File: src/rtl/cpwm_guard_pkg.sv
package cpwm_guard_pkg;
    typedef enum logic {
        LEG_ARMED   = 1'b0,
        LEG_LATCHED = 1'b1
    } leg_state_t;
endpackage

File: src/rtl/cpwm_overlap_cmp.sv
module cpwm_overlap_cmp #(
    parameter int NUM_PAIRS = 3
) (
    input  logic                   clk_i,
    input  logic                   rst_ni,
    input  logic [2*NUM_PAIRS-1:0] pin_level_i,
    input  logic [2*NUM_PAIRS-1:0] pol_i,
    input  logic [NUM_PAIRS-1:0]   pair_en_i,
    output logic [NUM_PAIRS-1:0]   overlap_q_o
);
    localparam int NUM_PINS = 2 * NUM_PAIRS;

    logic [NUM_PINS-1:0]  pin_active;
    logic [NUM_PAIRS-1:0] overlap_d;

    // A pin is active when its level matches its polarity bit.
    assign pin_active = ~(pin_level_i ^ pol_i);

    for (genvar p = 0; p < NUM_PAIRS; p++) begin : g_pair
        assign overlap_d[p] = pair_en_i[p] & pin_active[2*p] & pin_active[2*p+1];
    end

    always_ff @(posedge clk_i or negedge rst_ni) begin
        if (!rst_ni) overlap_q_o <= '0;
        else         overlap_q_o <= overlap_d;
    end
endmodule

File: src/rtl/cpwm_leg_fsm.sv
module cpwm_leg_fsm
    import cpwm_guard_pkg::*;
(
    input  logic clk_i,
    input  logic rst_ni,
    input  logic overlap_i,
    input  logic clear_i,
    output logic flag_o,
    output logic rise_o
);
    leg_state_t state_q, state_d;
    logic       rise_q;

    // Next-state logic
    always_comb begin
        state_d = state_q;
        unique case (state_q)
            LEG_ARMED:   if (overlap_i)             state_d = LEG_LATCHED; // ARM_TO_LATCH
            LEG_LATCHED: if (clear_i && !overlap_i) state_d = LEG_ARMED;   // LATCH_TO_ARM
            default:                                state_d = LEG_ARMED;
        endcase
    end

    // State register
    always_ff @(posedge clk_i or negedge rst_ni) begin
        if (!rst_ni) state_q <= LEG_ARMED;
        else         state_q <= state_d;
    end

    // Output register: one-cycle pulse on the latch transition
    always_ff @(posedge clk_i or negedge rst_ni) begin
        if (!rst_ni) rise_q <= 1'b0;
        else         rise_q <= (state_q == LEG_ARMED) && (state_d == LEG_LATCHED);
    end

    assign flag_o = (state_q == LEG_LATCHED);
    assign rise_o = rise_q;
endmodule

File: src/rtl/cpwm_req_merge.sv
module cpwm_req_merge #(
    parameter int NUM_PAIRS = 3
) (
    input  logic [NUM_PAIRS-1:0] flag_i,
    input  logic [NUM_PAIRS-1:0] rise_i,
    input  logic [NUM_PAIRS-1:0] pair_en_i,
    output logic                 hiz_req_o,
    output logic                 irq_o
);
    assign hiz_req_o = |(flag_i & pair_en_i);
    assign irq_o     = |rise_i;
endmodule

File: src/rtl/cpwm_short_guard.sv
module cpwm_short_guard #(
    parameter int NUM_PAIRS = 3
) (
    input  logic                   clk_i,
    input  logic                   rst_ni,
    input  logic [2*NUM_PAIRS-1:0] pin_level_i,
    input  logic [2*NUM_PAIRS-1:0] pol_i,
    input  logic [NUM_PAIRS-1:0]   pair_en_i,
    input  logic                   clear_i,
    output logic [NUM_PAIRS-1:0]   short_flag_o,
    output logic                   hiz_req_o,
    output logic                   irq_o
);
    logic [NUM_PAIRS-1:0] overlap_q;
    logic [NUM_PAIRS-1:0] rise;

    cpwm_overlap_cmp #(.NUM_PAIRS(NUM_PAIRS)) u_cmp (
        .clk_i       (clk_i),
        .rst_ni      (rst_ni),
        .pin_level_i (pin_level_i),
        .pol_i       (pol_i),
        .pair_en_i   (pair_en_i),
        .overlap_q_o (overlap_q)
    );

    for (genvar p = 0; p < NUM_PAIRS; p++) begin : g_leg
        cpwm_leg_fsm u_fsm (
            .clk_i     (clk_i),
            .rst_ni    (rst_ni),
            .overlap_i (overlap_q[p]),
            .clear_i   (clear_i),
            .flag_o    (short_flag_o[p]),
            .rise_o    (rise[p])
        );
    end

    cpwm_req_merge #(.NUM_PAIRS(NUM_PAIRS)) u_merge (
        .flag_i    (short_flag_o),
        .rise_i    (rise),
        .pair_en_i (pair_en_i),
        .hiz_req_o (hiz_req_o),
        .irq_o     (irq_o)
    );
endmodule

File: config.mk
export PLATFORM = sky130hd
export DESIGN_NAME = cpwm_short_guard
export DESIGN_NICKNAME = d
export VERILOG_FILES = /design/src/rtl/cpwm_guard_pkg.sv /design/src/rtl/cpwm_overlap_cmp.sv /design/src/rtl/cpwm_leg_fsm.sv /design/src/rtl/cpwm_req_merge.sv /design/src/rtl/cpwm_short_guard.sv
export SDC_FILE = /design/constraint.sdc
export NUM_CORES = 1
export LEC_CHECK = 0
export ABC_AREA = 1
export BUFFER_PORTS_ARGS = -buffer_cell sky130_fd_sc_hd__buf_2
export CAP_MARGIN = 20
export CORE_AREA = 5 5 42 44
export CTS_BUF_LIST = sky130_fd_sc_hd__clkbuf_4
export DETAILED_ROUTE_END_ITERATION = 16
export DIE_AREA = 0 0 47 49
export HOLD_SLACK_MARGIN = 0.03
export PLACE_DENSITY = 0.7
export SKIP_LAST_GASP = 1
export SYNTH_ARGS = -nofsm -noshare
export SYNTH_HDL_FRONTEND = slang
export SYNTH_SLANG_ARGS = --single-unit
File: constraint.sdc
create_clock -name clk_i -period 0.8 [get_ports clk_i]
set_clock_uncertainty 0.1 [all_clocks]
set_input_delay 0.08 -clock clk_i [delete_from_list [all_inputs] [get_ports clk_i]]
set_output_delay 0.08 -clock clk_i [all_outputs]
set_load 0.01 [all_outputs]
Word-level counts from Yosys, hierarchy flattened

Index checks and enable logic that the tools add are counted.

Input port bits: 18
Register bits: 9
Output and inout port bits: 5
Word-level logic and storage cells: 39

Mux-type cells: 9
Reductions and logical operators: 11
Bitwise logic cells: 12

Operators with widths:

| cell              | count |
|---|---|
| $and 1x1->1       | 6 |
| $logic_and 1x1->1 | 6 |
| $mux 1            | 6 |
| $not 6->6         | 1 |
| $pmux 1 s2        | 3 |
| $reduce_or 3->1   | 2 |
| $xor 6x6->6       | 1 |
| $and 3x3->3       | 1 |
| $logic_not 1->1   | 3 |
| $not 1->1         | 3 |

Logic depth before layout (Yosys ltp)

Depth in word-level cells: 5
Gate-level depth with buffers: 4
Depth with buffers taken out: 4

By module

A second synthesis with hierarchy kept.

Cell total of the unflattened synthesis: 61
Area, all modules: 425.4 µm²

By module, submodules not included:

| module           | area an instance (µm²) | cells an instance | instances |
|---|---|---|---|
| cpwm_leg_fsm     | 68.8                   | 7                 | 3 |
| cpwm_overlap_cmp | 191.4                  | 33                | 1 |
| cpwm_req_merge   | 27.5                   | 7                 | 1 |

Worst setup path after synthesis

No wires, ideal clock.

Kind: reg2out
Start: register g_leg[0].u_fsm.state_q
End: output hiz_req_o
Arrival: 0.561 ns
Stages on the path, launching flop included: 3
Path slack: 0.059 ns
Path buffers: 0
Cell sequence: dfrtp_1 > nand2_1 > nand3_1

Word-level cells in the longest chain between the ends: 2

RTL lines:

| what                     | line                   | source |
|---|---|---|
| start: declaration       | cpwm_leg_fsm.sv:11     | `leg_state_t state_q, state_d;` |
| start signal: assignment | cpwm_leg_fsm.sv:27     | `else state_q <= state_d;` |
| $and 3x3->3              | cpwm_req_merge.sv:10   | `assign hiz_req_o = \|(flag_i & pair_en_i);` |
| $reduce_or 3->1          | cpwm_req_merge.sv:10   |  |
| end: declaration         | cpwm_short_guard.sv:11 | `output logic hiz_req_o,` |

No other way between the ends.

Worst setup path after layout

Start: register g_leg[1].u_fsm.state_q
End: output hiz_req_o

Word-level cells in the longest chain between the ends: 2

RTL lines:

| what                     | line |
|---|---|
| start: declaration       | cpwm_leg_fsm.sv:11 |
| start signal: assignment | cpwm_leg_fsm.sv:27 |
| $and 3x3->3              | cpwm_req_merge.sv:10 |
| $reduce_or 3->1          | cpwm_req_merge.sv:10 |

No other way between the ends.

==> impl_metrics.sql <==
INSERT INTO impl_metrics (metric_group, metric, value, unit) VALUES
('cts', 'clockRootBuffer', 'sky130_fd_sc_hd__clkbuf_4', ''),
('layout', 'finalInstanceArea', '606', 'um^2'),
('detailed_routing', 'drc', '0', ''),
('power_and_ir_drop', 'vdd_ir_drop_max', '771', 'uV'),
('die', 'ios', '23', ''),
('flow_run', 'drv.max_cap_violation_count', '0', ''),
('detailed_routing', 'drt_iter0_markers', '2', ''),
('power_and_ir_drop', 'pwr_density_cell', '1760', 'mW/mm^2'),
('min_path', 'worstHoldPathType', 'input port to register', ''),
('detailed_routing', 'route.top_layer_used', 'met3', ''),
('detailed_routing', 'drtPass1Iterations', '4', ''),
('critical_path', 'critical_path_slowest_stage_cell', 'sky130_fd_sc_hd__dfrtp_1', ''),
('cts', 'cts_max_level', '1', ''),
('detailed_routing', 'vias', '421', ''),
('detailed_routing', 'route.final.wire_length', '849', 'um'),
('detailed_routing', 'via_density', '4.09', ''),
('critical_path', 'r2r-end', 'g_leg[0].u_fsm.flag_o', ''),
('sta', 'holdWs', '-50.9', 'ps'),
('sta', 'post-route-period-util', '139', '%'),
('detailed_routing', 'drt-wirelength-per-cell', '8.24', 'um'),
('yosys', 'synth_top_area_share', '51.1', '%'),
('cts', 'hold_buffers', '1', ''),
('critical_path', 'timing.critical_path.cells', 'nand2_1 -> nand3_1 -> buf_2', ''),
('die', 'die_x', '47', 'um'),
('sta', 'grt_setup_unrepaired', 'yes', ''),
('sta', 'hold_viol_final', '6', ''),
('placed_design', 'placement.cell_area', '548', 'um^2'),
('placed_design', 'detailed_place_hpwl', '715', 'um'),
('global_routing', 'grt_pass1_wl', '1.42', 'mm'),
('yosys', 'avgSynthCellArea', '7.22', 'um^2'),
('yosys', 'ys_types', '7', ''),
('sta', 'postLayoutSetupSlackWorst', '-311', 'ps'),
('yosys', 'synth.top_cells.by_area', 'sky130_fd_sc_hd__dfrtp_1, sky130_fd_sc_hd__inv_1, sky130_fd_sc_hd__nand2_1, sky130_fd_sc_hd__nor2_1, sky130_fd_sc_hd__buf_4', ''),
('critical_path', 'required', '620', 'ps'),
('layout', 'fin_nets', '106', ''),
('layout', 'final-seq-area', '225', 'um^2'),
('global_routing', 'grt_usage', '8.39', '%'),
('critical_path', 'worst_ep_arrival_time', '930', 'ps'),
('die', 'initial_core_util', '31.4', '%'),
('critical_path', 'timing.reg2reg.setup_slack', '-80', 'ps'),
('critical_path', 'setup.worst_path.class', 'register to output port', ''),
('min_path', 'holdPathEnd', 'g_leg[2].u_fsm.flag_o', ''),
('yosys', 'ys_warnings', '0', ''),
('detailed_routing', 'antenna_left', '0', ''),
('cts', 'numCtsBuffers', '3', ''),
('layout', 'most_frequent_standard_cell_in_the_layout_excluding_fill_and_tap_cells', 'sky130_fd_sc_hd__buf_2', ''),
('layout', 'antenna_cells', '0', ''),
('cts', 'cts_buffer_depth', '2', ''),
('placed_design', 'place_congestion', '0.743', ''),
('detailed_routing', 'detail_route.wirelength.met1', '338', 'um'),
('sta', 'setup-violations-final', '7', ''),
('critical_path', 'r2r.worst_path.cells', '3', ''),
('layout', 'layout_common_cells', 'sky130_fd_sc_hd__buf_2, sky130_fd_sc_hd__inv_1, sky130_fd_sc_hd__nand2_1', ''),
('run_status', 'status', 'finished, violations left', ''),
('sta', 'timing_worst_slew_pin_value', '204', 'ps'),
('global_routing', 'number_of_global_route_vias_before_repair', '392', ''),
('layout', 'footprint_of_the_multi_input_gates', '135', 'um^2'),
('global_routing', 'maximum_number_of_pins_on_one_net_before_global_route_repair', '10', ''),
('run_status', 'failed_checks', 'negative hold slack, negative setup slack', ''),
('detailed_routing', 'met2RoutedLength', '411', 'um'),
('yosys', 'postSynthRegisterBits', '9', ''),
('critical_path', 'timing.rr.start', 'g_leg[0].u_fsm.flag_o', ''),
('yosys', 'number_of_cells_produced_by_synthesis', '61', ''),
('cts', 'clock-sinks', '9', ''),
('critical_path', 'timing.critical_path.slowest_cell_delay', '400', 'ps'),
('die', 'core_area', '0.00140', 'mm^2'),
('die', 'area_enclosed_by_the_die_boundary', '0.00230', 'mm^2'),
('yosys', 'syn-cell-area', '440', 'um^2'),
('yosys', 'top_cell_type_by_total_area_after_synthesis', 'sky130_fd_sc_hd__dfrtp_1', ''),
('critical_path', 'cp_capture_type', 'output port', ''),
('yosys', 'synth.net_count', '79', '');
[worst max-delay path, delay by kind of cell, from the launching register on]
family,cells,cell delay [ps]
flops,1,400
buf+inv,1,140
simple gates,2,130
[cells in the mapped netlist, drive strengths merged]
library cell,instances
buf,3
nor2,13
nand3,4
nand2,13
o21ai,3
inv,16
dfrtp,9
[cells by family after synthesis]
family	share of synthesized area (%)
compound gates	3.41
buf+inv	18.8
simple gates	26.7
flops	51.1
[power breakdown]
part	total (mW)	internal, mW	leakage [nW]	switching (mW)
logic	0.192	0.0947	0.245	0.0976
clock network	0.371	0.225	0.0184	0.146
registers	0.503	0.485	0.120	0.0180
[routing by layer]
metal | vias to the layer above | track usage (%)
li1 | 224 | -
met2 | 17 | 12.7
met4 | 0 | 4.15
met3 | 0 | 3.69
met1 | 180 | 9.73
met5 | - | 0
[final cells by class]
type	instances	area share [%]
multi-input combinational	33	22.3
timing repair buffer	25	22.3
inverter	16	9.92
tap	16	3.31
clock buffer	4	4.96
sequential	9	37.2
[flip-flops by register name, summed over array words and instances (netlist names)]
name and flops:
g_leg.u_fsm.flag_o 3, u_cmp.overlap_q_o 3, g_leg.u_fsm.rise_o 3
[what timing repair did]
item,4_1_cts,5_1_grt
hold endpoints to repair,15,6
setup buffers,1,1
gates cloned,0,0
pin swaps,2,3
setup endpoints to repair,5,8
gates resized for setup,0,1
[how the worst max path moves through the flow]
stage                                     start   endpoint  slack, ps  cells past startpoint
final                     g_leg[1].u_fsm.flag_o  hiz_req_o       -310                      3
after global routing      g_leg[1].u_fsm.flag_o  hiz_req_o       -360                      3
after detailed placement  g_leg[1].u_fsm.flag_o  hiz_req_o        -60                      3
after floorplan           g_leg[0].u_fsm.flag_o  hiz_req_o         60                      2
after global placement    g_leg[1].u_fsm.flag_o  hiz_req_o        -50                      3
after CTS                 g_leg[1].u_fsm.flag_o  hiz_req_o       -320                      3
[metrics by stage]
step | instances | setup TNS [ps] | worst slack, ps | utilization, %
2_1_floorplan | 61 | 0 | 58.9 | -
5_1_grt | 103 | -1580 | -357 | 43.2
6_report | 103 | -1270 | -311 | 43.2
3_3_place_gp | 96 | -49.7 | -49.7 | 39.1
3_5_place_dp | 96 | -59.3 | -59.3 | 39.1
4_1_cts | 102 | -1230 | -323 | 42.5
No activity file was read; power rests on OpenSTA's default activity.
